$ cat config.mk
export PLATFORM = sky130hd
export DESIGN_NAME = irq_redir_dispatch
export DESIGN_NICKNAME = d
export VERILOG_FILES = /design/src/rtl/irq_redir_pkg.sv /design/src/rtl/irq_pin_track.sv /design/src/rtl/irq_scan_ctrl.sv /design/src/rtl/irq_redir_dispatch.sv
export SDC_FILE = /design/constraint.sdc
export NUM_CORES = 1
export LEC_CHECK = 0
export CAP_MARGIN = 30
export CORE_AREA = 8 8 640 642
export CTS_CLUSTER_SIZE = 20
export DETAILED_ROUTE_END_ITERATION = 10
export DIE_AREA = 0 0 648 650
export DONT_BUFFER_PORTS = 1
export GPL_TIMING_DRIVEN = 0
export PLACE_DENSITY_LB_ADDON = 0.08
export SYNTH_ARGS = -nofsm -noshare
export SYNTH_HDL_FRONTEND = slang
export SYNTH_HIERARCHICAL = 1
export SYNTH_SLANG_ARGS = --single-unit
$ cat constraint.sdc
create_clock -name clk -period 3.55 [get_ports clk]
set_input_delay 0.71 -clock clk [delete_from_list [all_inputs] [get_ports clk]]
set_output_delay 0.71 -clock clk [all_outputs]
set_load 0.1 [all_outputs]
$ cat src/rtl/irq_redir_pkg.sv
package irq_redir_pkg;

  localparam int RTE_W = 64;

  typedef enum logic [2:0] {
    DLV_FIXED  = 3'd0,
    DLV_LOWPRI = 3'd1,
    DLV_SMI    = 3'd2,
    DLV_RSV3   = 3'd3,
    DLV_NMI    = 3'd4,
    DLV_INIT   = 3'd5,
    DLV_RSV6   = 3'd6,
    DLV_EXTCTL = 3'd7
  } dlv_e;

  typedef struct packed {
    logic [7:0] dest;
    logic       masked;
    logic       level;
    logic       active_low;
    logic       dest_mode;
    logic [2:0] dlv;
    logic [7:0] vector;
  } rte_t;

  function automatic rte_t rte_unpack(input logic [RTE_W-1:0] w);
    rte_t r;
    r.vector     = w[7:0];
    r.dlv        = w[10:8];
    r.dest_mode  = w[11];
    r.active_low = w[13];
    r.level      = w[15];
    r.masked     = w[16];
    r.dest       = w[63:56];
    return r;
  endfunction

endpackage

$ cat src/rtl/irq_pin_track.sv
module irq_pin_track (
  input  logic       clk,
  input  logic       rst_n,
  input  logic       raw,
  input  logic       active_low,
  input  logic       level,
  input  logic [7:0] vector,
  input  logic       eoi_valid,
  input  logic [7:0] eoi_vector,
  input  logic       sent,
  input  logic       drop,
  output logic       pend,
  output logic       hold
);

  logic asserted, asserted_q, rise, eoi_hit;
  logic pend_q, pend_d, hold_q, hold_d;

  always_comb begin
    asserted = raw ^ active_low;
    rise     = asserted & ~asserted_q;
    eoi_hit  = eoi_valid & (eoi_vector == vector);
    if (level) pend_d = asserted;
    else       pend_d = (pend_q & ~(sent | drop)) | rise;
    hold_d = (hold_q & ~eoi_hit) | (sent & level);
  end

  always_ff @(posedge clk or negedge rst_n) begin
    if (!rst_n) begin
      asserted_q <= 1'b0;
      pend_q     <= 1'b0;
      hold_q     <= 1'b0;
    end else begin
      asserted_q <= asserted;
      pend_q     <= pend_d;
      hold_q     <= hold_d;
    end
  end

  assign pend = pend_q;
  assign hold = hold_q;


  hold_set_chk: assert property (@(posedge clk) disable iff (!rst_n)
    $rose(hold_q) |-> $past(sent && level));


  edge_clear_chk: assert property (@(posedge clk) disable iff (!rst_n)
    ($fell(pend_q) && !level && $past(!level)) |-> $past(sent || drop));

endmodule

$ cat src/rtl/irq_scan_ctrl.sv
module irq_scan_ctrl
  import irq_redir_pkg::*;
#(
  parameter int NUM_PINS = 24,
  parameter int IDX_W    = 5
) (
  input  logic                clk,
  input  logic                rst_n,
  input  rte_t                ent [NUM_PINS],
  input  logic [NUM_PINS-1:0] pend,
  input  logic [NUM_PINS-1:0] hold,
  input  logic                msg_ready,
  output logic                msg_valid,
  output rte_t                msg_ent,
  output logic [IDX_W-1:0]    msg_pin,
  output logic [NUM_PINS-1:0] sent,
  output logic [NUM_PINS-1:0] drop,
  output logic                ext_err
);

  localparam logic [IDX_W-1:0] LAST = IDX_W'(NUM_PINS - 1);

  logic [IDX_W-1:0] ptr_q, ptr_d, pin_q;
  logic             vld_q, vld_d, err_q;
  rte_t             ent_q, cur;
  logic             elig, launch, ext_hit, accept, advance;

  always_comb begin
    cur     = ent[ptr_q];
    elig    = pend[ptr_q] & ~cur.masked & ~(cur.level & hold[ptr_q]);
    accept  = vld_q & msg_ready;
    launch  = ~vld_q & elig & (cur.dlv != DLV_EXTCTL);
    ext_hit = ~vld_q & elig & (cur.dlv == DLV_EXTCTL);
    advance = accept | (~vld_q & ~launch);
    ptr_d   = ptr_q;
    if (advance) ptr_d = (ptr_q == LAST) ? '0 : ptr_q + 1'b1;
    vld_d   = launch | (vld_q & ~msg_ready);
  end

  for (genvar i = 0; i < NUM_PINS; i++) begin : g_onehot
    assign sent[i] = accept & (pin_q == IDX_W'(i));
    assign drop[i] = ext_hit & (ptr_q == IDX_W'(i));
  end

  always_ff @(posedge clk or negedge rst_n) begin
    if (!rst_n) begin
      ptr_q <= '0;
      vld_q <= 1'b0;
      err_q <= 1'b0;
    end else begin
      ptr_q <= ptr_d;
      vld_q <= vld_d;
      err_q <= ext_hit;
    end
  end

  always_ff @(posedge clk or negedge rst_n) begin
    if (!rst_n) begin
      ent_q <= '0;
      pin_q <= '0;
    end else if (launch) begin
      ent_q <= cur;
      pin_q <= ptr_q;
    end
  end

  assign msg_valid = vld_q;
  assign msg_ent   = ent_q;
  assign msg_pin   = pin_q;
  assign ext_err   = err_q;


  hold_out_chk: assert property (@(posedge clk) disable iff (!rst_n)
    (vld_q && !msg_ready) |=> (vld_q && $stable(ent_q) && $stable(pin_q)));


  no_extctl_chk: assert property (@(posedge clk) disable iff (!rst_n)
    vld_q |-> (ent_q.dlv != DLV_EXTCTL));


  pin_match_chk: assert property (@(posedge clk) disable iff (!rst_n)
    vld_q |-> (pin_q == ptr_q));


  launch_unmasked_chk: assert property (@(posedge clk) disable iff (!rst_n)
    $rose(vld_q) |-> $past(pend[ptr_q] && !ent[ptr_q].masked));


  hold_gate_chk: assert property (@(posedge clk) disable iff (!rst_n)
    $rose(vld_q) |-> !$past(ent[ptr_q].level && hold[ptr_q]));

endmodule

$ cat src/rtl/irq_redir_dispatch.sv
module irq_redir_dispatch
  import irq_redir_pkg::*;
#(
  parameter  int NUM_PINS = 24,
  localparam int IDX_W    = (NUM_PINS > 1) ? $clog2(NUM_PINS) : 1
) (
  input  logic                      clk,
  input  logic                      rst_n,
  input  logic [NUM_PINS-1:0]       irq_in,
  input  logic [NUM_PINS*RTE_W-1:0] rte_flat,
  input  logic                      eoi_valid,
  input  logic [7:0]                eoi_vector,
  output logic                      msg_valid,
  input  logic                      msg_ready,
  output logic [7:0]                msg_vector,
  output logic [2:0]                msg_dlv,
  output logic                      msg_dest_mode,
  output logic [7:0]                msg_dest,
  output logic                      msg_level,
  output logic                      msg_active_low,
  output logic [IDX_W-1:0]          msg_pin,
  output logic [NUM_PINS-1:0]       entry_busy,
  output logic [NUM_PINS-1:0]       level_hold,
  output logic                      extint_err
);

  rte_t                ent [NUM_PINS];
  rte_t                msg_ent;
  logic [NUM_PINS-1:0] pend, hold, sent, drop;

  for (genvar i = 0; i < NUM_PINS; i++) begin : g_pin
    logic [RTE_W-1:0] word;
    logic             rte_unused;
    assign word       = rte_flat[i*RTE_W +: RTE_W];
    assign ent[i]     = rte_unpack(word);
    assign rte_unused = ^{word[55:17], word[14], word[12]};

    irq_pin_track u_track (
      .clk       (clk),
      .rst_n     (rst_n),
      .raw       (irq_in[i]),
      .active_low(ent[i].active_low),
      .level     (ent[i].level),
      .vector    (ent[i].vector),
      .eoi_valid (eoi_valid),
      .eoi_vector(eoi_vector),
      .sent      (sent[i]),
      .drop      (drop[i]),
      .pend      (pend[i]),
      .hold      (hold[i])
    );

    assign entry_busy[i] = msg_valid & (msg_pin == IDX_W'(i));
  end

  irq_scan_ctrl #(.NUM_PINS(NUM_PINS), .IDX_W(IDX_W)) u_scan (
    .clk      (clk),
    .rst_n    (rst_n),
    .ent      (ent),
    .pend     (pend),
    .hold     (hold),
    .msg_ready(msg_ready),
    .msg_valid(msg_valid),
    .msg_ent  (msg_ent),
    .msg_pin  (msg_pin),
    .sent     (sent),
    .drop     (drop),
    .ext_err  (extint_err)
  );

  assign msg_vector     = msg_ent.vector;
  assign msg_dlv        = msg_ent.dlv;
  assign msg_dest_mode  = msg_ent.dest_mode;
  assign msg_dest       = msg_ent.dest;
  assign msg_level      = msg_ent.level;
  assign msg_active_low = msg_ent.active_low;
  assign level_hold     = hold;


  err_pulse_chk: assert property (@(posedge clk) disable iff (!rst_n)
    extint_err |=> !extint_err);

endmodule

# --- Word-level counts from Yosys, hierarchy flattened ---
# Index checks and enable logic that the tools add are counted.
word_totals:
  ff_bits: 106
  word_cells: 568
classes:
  add_sub_neg: 1
  order_cmp: 2
  eq_ne: 72
  n_mux: 32
  n_bitwise: 377
  n_reduce_logical: 2
op_table:
  columns: ["cell", "count"]
  rows:
  - ["$and 1x1->1", 201]
  - ["$eq 8x8->1", 24]
  - ["$bmux 23 s5", 1]
  - ["$eq 5x4->1 const B", 16]
  - ["$eq 5x5->1 const B", 16]
  - ["$not 1->1", 77]
  - ["$or 1x1->1", 74]
  - ["$mux 23", 2]
  - ["$eq 5x3->1 const B", 8]
  - ["$mux 1", 26]
  - ["$xor 1x1->1", 24]
  - ["$eq 5x2->1 const B", 4]
  - ["$bmux 1 s5", 2]
  - ["$eq 5x1->1 const B", 2]
  - ["$logic_not 5->1", 2]
  - ["$ge 6x6->1 const B", 1]
  - ["$lt 5x6->1 const B", 1]
  - ["$not 5->6", 1]
  - ["$add 5x1->5 const B", 1]
  - ["$mux 5", 1]
  - ["$eq 3x3->1 const B", 1]
  - ["$ne 3x3->1 const B", 1]

# --- Depth between registers and ports, before layout ---
# Gate-level depths: netlist (run 1).
logic_depth:
  ltp_word: 15
  mapped_depth: 13
  mapped_depth_nobuf: 8

# --- Cells and area by module ---
# Netlist (run 1), hierarchy kept.
by_module_without_submodules:
  columns: ["module", "instances", "cells_per_inst", "area_per_inst_um2", "seq_area_each_um2"]
  rows:
  - ["irq_scan_ctrl", 1, 545, 6810.3, 875.8]
  - ["irq_pin_track", 24, 20, 201.4, 75.1]
  - ["irq_redir_dispatch", 1, 35, 177.7, 0.0]

# --- Worst setup path after synthesis (run 1) ---
# No wires, ideal clock.
synth_timing:
  kind: "register to output"
  startpoint: "register u_scan.vld_q, in the netlist u_scan/msg_valid"
  endpoint: "output entry_busy[0]"
  arrival_time_ns: 2.889
  t_required_ns: 2.840
  setup_slack_ns: -0.049
  stages_incl_launch_ff: 3
  n_path_buf: 0
  path_cell_list: "dfrtp_1 > or4b_1 > nor2_1"
synth_via:
  elab_chain_cells: 1
synth_lines:
  columns: ["item", "line_no", "rtl"]
  rows:
  - ["start: declaration", "irq_scan_ctrl.sv:24", "logic vld_q, vld_d, err_q;"]
  - ["start signal: assignment", "irq_scan_ctrl.sv:52", "vld_q <= vld_d;"]
  - ["$and 1x1->1", "irq_redir_dispatch.sv:53", "assign entry_busy[i] = msg_valid & (msg_pin == IDX_W'(i));"]
  - ["end: declaration", "irq_redir_dispatch.sv:22", "output logic [NUM_PINS-1:0] entry_busy,"]
# No other way between the ends.

# --- Worst setup path after layout (run 1) ---
layout_timing:
  startpoint: "register u_scan.ptr_q[2]"
  endpoint: "register u_scan.ent_q, in the netlist u_scan/msg_ent[16]"
layout_via:
  elab_chain_cells: 9
layout_lines:
  columns: ["item", "line_no", "rtl"]
  rows:
  - ["start: declaration", "irq_scan_ctrl.sv:23", "logic [IDX_W-1:0] ptr_q, ptr_d, pin_q;"]
  - ["start signal: assignment", "irq_scan_ctrl.sv:51", "ptr_q <= ptr_d;"]
  - ["$not 5->6 (implied by the code)", "irq_scan_ctrl.sv:29", "cur = ent[ptr_q];"]
  - ["$bmux 23 s5", "irq_scan_ctrl.sv:29", null]
  - ["$mux 23 (implied by the code) (2 in series)", "irq_scan_ctrl.sv:29", null]
  - ["$and 1x1->1 or $not 1->1 (tied branches)", "irq_scan_ctrl.sv:30", "elig = pend[ptr_q] & ~cur.masked & ~(cur.level & hold[ptr_q]);"]
  - ["$not 1->1 or $and 1x1->1 (tied branches)", "irq_scan_ctrl.sv:30", null]
  - ["$and 1x1->1", "irq_scan_ctrl.sv:30", null]
  - ["$and 1x1->1 (2 in series)", "irq_scan_ctrl.sv:32", "launch = ~vld_q & elig & (cur.dlv != DLV_EXTCTL);"]
  - ["end signal: assignment", "irq_scan_ctrl.sv:62", "ent_q <= cur;"]
  - ["end: declaration", "irq_scan_ctrl.sv:25", "rte_t ent_q, cur;"]
# Several ways; a longest one is shown, not always the timed one. The select of a mux whose other input is x is not followed.
# A chain may end at the register's enable or synchronous reset.

==> metrics.md, run 1 <==
| Metric | Value |
|---|---|
| Syn. warnings | 6 |
| Combinational share of power | 0.768 |
| Critical-path top delay cell | mux2i_2 |
| First-pass iteration count of the detailed router | 7 |
| IO Port Bufs | 0 |
| CTS Buffer Depth | 2 |
| Max incr delay on CP | 430 ps |
| WP data required | 3870 ps |
| Status | complete, no violations |
| Die area | 0.421 mm² |
| Drt via density | 1.62 |
| H-tree lvl count | 3 |
| Worst skew pair latency | 450 ps |
| Period utilisation layout | 0.964 |
| Number of global-route vias before repair | 11910 |
| PwrDens | 871 mW/mm² |
| CP cell instances | buf_4 -> buf_8 -> mux2i_2 -> a22oi_1 -> o2111a_1 -> o311ai_2 -> o2111a_2 -> buf_8 -> buf_12 -> mux2_2 |
| Site row count | 233 |
| Mean post-synth cell area | 11.1 µm² |
| Crit path launch | u_scan/ptr_q[2] |
| Final Hold Fails | 0 |
| RR Startpoint | u_scan/ptr_q[2] |
| Share of cells above drive strength 1 | 0.358 |
| GP Congestion | 0.712 |
| Routed len/inst | 26.2 µm |
| Crit. End Element | register |
| FMAX | 0.292 GHz |
| Syn-to-layout area delta | 81.8% |
| Worst-path clk slew | 120 ps |
| Worst path most repeated cell | buf_8 |
| WL final | 171000 µm |
| Vias | 10609 |
| Initial antenna violation count | 101 |
| Clock network power share | 0.070 |
| Period minus WS final | 3420 ps |
| Final #Nets | 2751 |
| Die height | 650 µm |
| Fillers | 46961 |
| Syn Inst Count | 1058 |
| Final setup TNS | 0 ps |
| Root Buffer | clkbuf_16 |
| Largest net degree at the start of global routing | 55 |
| All-Layer GR Usage | 0.0788 |
| Core Area | 0.400 mm² |
| Initial Util | 0.0295 |
| Final Hold Slack | 95.1 ps |
| RSZ-0062 raised after global routing | no |
| Die Wd | 648 µm |
| Seq pwr share | 0.163 |
| Slew @ Worst Pin | 1020 ps |
| Leakage | 5.98 nW |
| Crit path max fanout | 11 |
| VDD IR max | 0.000373 V |
| Mapped Area | 0.0118 mm² |
| Critical path launch point type | register |
| First-pass GRT wire length | 200000 µm |
| Num CTS Buffers | 9 |
| Slew Limit Headroom | 0.319 |
| Clk sink count | 106 |
| Max Cap Viol | 0 |
| Net Sw Power | 11.1 mW |
| # DRC | 0 |
| CTS tree | built |
| Internal power | 7.58 mW |
| Clk_skew | 29.0 ps |
| Syn nets | 2635 |
| Sw frac | 0.594 |
| Post-DP HPWL | 154000 µm |
| Hold Crit Class | in -> async |
| I/O pins | 1649 |
| Fin. max-slew vios | 0 |
| Power consumption | 18.7 mW |
| Arr. time, crit path | 3750 ps |
| Total congestion overflow | 0 |
| Initial DRC Count | 483 |
| WS Path Type | reg -> reg |
| Post-route ant nets | 0 |
| Endpoints failing setup | 0 |
[cells in the final DEF (no fill, tap or decap), types with 20 or more instances in the layout]
| cell | count |
|---|---|
| nor4_1 | 24 |
| xnor2_1 | 25 |
| buf_16 | 45 |
| buf_8 | 34 |
| mux4_2 | 148 |
| o21ai_0 | 25 |
| dfrtp_1 | 101 |
| nor2_1 | 57 |
| xor2_1 | 192 |
| mux2_2 | 20 |
| nand4_1 | 25 |
| inv_1 | 49 |
| a22o_1 | 24 |
| o41ai_1 | 20 |
| nand2_1 | 23 |
| nor2_2 | 30 |
| nor3_1 | 31 |
| buf_4 | 26 |
| mux2i_1 | 37 |
| diode_2 | 65 |
[power groups by stage]
| stage | clock, mW | sequential, mW | combinational (mW) |
|---|---|---|---|
| 2_1_floorplan | 0 | 3.78 | 5.51 |
| 3_3_place_gp | 0 | 4.55 | 11.2 |
| 3_5_place_dp | 0 | 3.26 | 14.0 |
| 4_1_cts | 1.44 | 3.23 | 15.0 |
| 5_1_grt | 1.46 | 3.16 | 15.4 |
| 6_report | 1.30 | 3.03 | 14.3 |
[worst paths after layout]
path | endpoint | slack (ps) | depth (start not counted)
worst max register to register | u_scan/msg_ent[16] | 130 | 10
worst min register to register | g_pin[4].u_track/pend | 530 | 2
worst min-delay path | u_scan/msg_ent[19] | 100 | 1
max in group asynchronous | u_scan/msg_pin[0] | 2860 | 1
min in group clk | g_pin[13].u_track/asserted_q | 350 | 1
worst max-delay path | u_scan/msg_ent[16] | 130 | 10
[through the flow]
stage,cell area (µm²),worst slack [ps],instances,util
4_1_cts,21100,12.9,6460,0.0527
3_3_place_gp,18400,-2900,6345,0.0460
5_1_grt,21300,4.47,6475,0.0532
6_report,21400,128,6531,0.0536
2_1_floorplan,11800,-49.2,1058,-
3_5_place_dp,20100,-2500,6425,0.0502
[area by class of cell]
cell class,count,area (µm²),area share
well taps,5287,6620,0.309
inverters,51,198,0.00922
flip-flops and latches,106,2660,0.124
repair buffers,106,1910,0.0889
clock buffers,9,225,0.0105
diodes,65,163,0.00759
multi-input cells,836,8870,0.414
clock inverters,7,91.3,0.00426
plain buffers,64,711,0.0331
[what timing repair did]
item	4_1_cts	5_1_grt
endpoints found under the setup margin	61	30
endpoints found under the hold margin	52	0
resized for setup	120	20
hold buffers	2	0
pin swaps	6	5
setup buffers	17	3
[flip-flops by register name, indices dropped and copies added, names as in the netlist]
signal / count
u_scan/msg_pin: 5
u_scan/ext_err: 1
u_scan/ptr_q: 5
u_scan/msg_ent: 22
g_pin.u_track/asserted_q: 24
g_pin.u_track/pend: 24
u_scan/msg_valid: 1
g_pin.u_track/hold: 24
[routing by layer]
| layer | track usage | up-vias | routed length [µm] |
|---|---|---|---|
| met5 | 0 | - | 82 |
| met4 | 0.0152 | 12 | 3320 |
| met3 | 0.0301 | 141 | 14000 |
| met2 | 0.150 | 684 | 91300 |
| met1 | 0.0818 | 5342 | 62400 |
| li1 | - | 4430 | - |
[worst max-delay path, delay by kind of cell, from the launching register on]
kind / cells / cell delay, ps
AO/OA/AOI/OAI: 4 / 1080
buffers and inverters: 4 / 990
flip-flops: 1 / 390
multiplexers: 2 / 780
Note: power is estimated with default switching activity, not from simulation.
==> run 2: changes to the inputs <==
==> constraint.sdc (replaced) <==
create_clock -name clk -period 3.55 [get_ports clk]
set_input_delay 0.71 -clock clk [delete_from_list [all_inputs] [get_ports clk]]
set_output_delay 0.71 -clock clk [all_outputs]
set_load 0.01 [all_outputs]
==> metrics.md, run 2 (synthesis results as in run 1) <==
| Metric | Value |
|---|---|
| Power consumption | 15.4 mW (-18%) |
| Reg2reg path depth | 9 (-1) |
| WS Path Type | reg -> out |
| Crit. End Element | output port |
| H-tree lvl count | 3 (unchanged) |
| CTS Buffer Depth | 2 (unchanged) |
| Drt via density | 1.61 (-1.0%) |
| Root Buffer | clkbuf_16 |
| GP Congestion | 0.712 (unchanged) |
| RR Endpoint | u_scan/msg_ent[0] |
| FF-to-FF setup slack | 90 ps (-40 ps) |
| Syn-to-layout area delta | 68.1% |
| Critical-path top delay cell | nor2_1 |
| # DRC | 0 (unchanged) |
| Final #Nets | 2680 (-2.6%) |
| Leakage | 5.29 nW (-11%) |
| WP data required | 2840 ps (-1030 ps) |
| Period utilisation layout | 1.02 (+0.0555) |
| Status | complete, but fails checks |
| Largest delay share family, worst path | simple AND/OR/NAND/NOR gates |
| Site row count | 233 (unchanged) |
| Slew Limit Headroom | 0.333 (+0.0137) |
| Hold Crit Class | in -> async |
| Initial antenna violation count | 97 (-4.0%) |
| FMAX | 0.276 GHz (-5.4%) |
| Period minus WS final | 3620 ps (+197 ps) |
| Worst skew pair latency | 460 ps (about the same) |
| Die height | 650 µm (unchanged) |
| Placed cell count | 6361 (-1.0%) |
| Initial DRC Count | 431 (-11%) |
| Violated checks | setup timing |
| VDD IR max | 0.000329 V (-12%) |
| Area of placed instances | 0.0187 mm² (-7.0%) |
| Num CTS Buffers | 9 (unchanged) |
| Routed len/inst | 26.5 µm (+1.3%) |
| Core Area | 0.400 mm² (unchanged) |
| Clk sink count | 106 (unchanged) |
| Largest net degree at the start of global routing | 75 (+36%) |
| Clk_skew | 33.0 ps (+3.94 ps) |
| Die Wd | 648 µm (unchanged) |
| Total congestion overflow | 0 (unchanged) |
| IO Port Bufs | 0 (unchanged) |
| Leading cell type in the layout, fill and taps excluded | xor2_1 |
| Slew @ Worst Pin | 997 ps (-24.3 ps) |
| Share of cells above drive strength 1 | 0.293 (-0.0646) |
| Final Hold Fails | 0 (unchanged) |
| PwrDens | 774 mW/mm² (-11%) |
| Max Cap Viol | 0 (unchanged) |
| I/O pins | 1649 (unchanged) |
| Post-Route Utilization | 0.0495 (-0.00404) |
| WL final | 171000 µm (about the same) |
| Fin. max-slew vios | 0 (unchanged) |
| Number of global-route vias before repair | 11531 (-3.2%) |
| Commonest cells after routing, fill and taps aside | xor2_1 (192), mux4_2 (148), dfrtp_1 (105) |
| CTS tree | built |
| RR Startpoint | u_scan/ptr_q[3] |
| Initial Util | 0.0295 (unchanged) |
| Worst-path clk slew | 120 ps (about the same) |
| Crit path buffers/inverters | 0 (-4) |
| Vias | 10363 (-2.3%) |
| First-pass iteration count of the detailed router | 5 (-2) |
| RSZ-0062 raised after global routing | yes |
| CP Depth | 2 (-8) |
| CP cell instances | nand2_1 -> nor2_1 |
| Fin cells | 6444 (-1.3%) |
| Post-route cell area | 0.0198 mm² (-7.5%) |
| Final worst slack | -68.6 ps (-197 ps) |
| Max incr delay on CP | 950 ps (+520 ps) |
| End of the critical path | entry_busy[11] |
| Die area | 0.421 mm² (unchanged) |
| All-Layer GR Usage | 0.0786 (-0.000215) |
| Crit path max fanout | 13 (+2) |
| First-pass GRT wire length | 198000 µm (-0.71%) |
| Post-route ant nets | 0 (unchanged) |
| Fillers | 47180 (+0.47%) |
| Arr. time, crit path | 2910 ps (-840 ps) |
| Endpoints failing setup | 2 (+2) |
| Critical path launch point type | register |
| Post-DP HPWL | 153000 µm (-0.28%) |
| Crit path launch | u_scan/msg_pin[0] |
## run 2: cell count changes in the layout (fill, tap and decap cells not counted), moves of 4 or more
cell | previous run | this run
buf_16 | 45 | 7
o41ai_1 | 20 | 24
buf_1 | 5 | 0
diode_2 | 65 | 49
dfrtp_1 | 101 | 105
o41ai_2 | 4 | 0
nor2_2 | 30 | 7
buf_8 | 34 | 14
nor2_1 | 57 | 81
## run 2: worst register-to-register path: stages (launching register included)
cell      delay (ps)
dfrtp_1          610
buf_2            490
mux4_1           390
mux2_2           290
nand2_1          240
a32o_2           290
o2111a_2         270
buf_8            200
buf_12           210
mux2_2           360
## run 2: report_power, final
| group | switching, mW | internal [mW] | total [mW] | leakage (nW) |
|---|---|---|---|---|
| clock | 0.800 | 0.516 | 1.32 | 0.152 |
| combinational | 6.99 | 4.43 | 11.4 | 3.87 |
| sequential | 1.03 | 1.59 | 2.62 | 1.27 |
## run 2: final cells by class
cell class	instances	area, µm²	share of cell area
inverter	51	198	0.00997
timing repair buffer	36	473	0.0239
clock inverter	7	91.3	0.00461
clock buffer	9	225	0.0114
tap	5287	6620	0.334
multi-input combinational	836	8770	0.443
antenna	49	123	0.00619
buffer	63	668	0.0337
sequential	106	2660	0.134
## run 2: worst min-delay path by stage
stage                                             end  depth (start not counted)  slack, ps  startpoint
after floorplan           g_pin[0].u_track/asserted_q                          0        410       rst_n
after global placement             u_scan/msg_ent[20]                          0        470       rst_n
after detailed placement           u_scan/msg_ent[20]                          0        470       rst_n
after CTS                             u_scan/ptr_q[1]                          1         80       rst_n
after global routing               u_scan/msg_ent[20]                          1         90       rst_n
final                              u_scan/msg_ent[20]                          1         90       rst_n
## run 2: layer usage
| metal | GRT usage | share of wire | up-vias |
|---|---|---|---|
| li1 | - | - | 4279 |
| met1 | 0.0806 | 0.36 | 5271 |
| met2 | 0.147 | 0.53 | 651 |
| met3 | 0.0317 | 0.084 | 148 |
| met5 | 0 | 0.00055 | - |
| met4 | 0.0196 | 0.024 | 14 |
## run 2: timing repair
| action | in CTS | in global routing |
|---|---|---|
| setup buffers | 16 | 2 |
| endpoints found under the hold margin | 74 | 0 |
| cloned | 0 | 0 |
| pin swaps | 6 | 2 |
| hold buffers | 2 | 0 |
| setup endpoints to repair | 60 | 34 |
| resized for setup | 119 | 6 |
## run 2: per-stage QoR
step	worst slack [ps]	hold WS (ps)	setup TNS, ps
CTS	-176	82.7	-345
detailed placement	-2490	470	-72780
global placement	-2900	473	-90690
finish	-68.6	90.4	-114
global route	-146	89.9	-281
floorplan	782	414	0
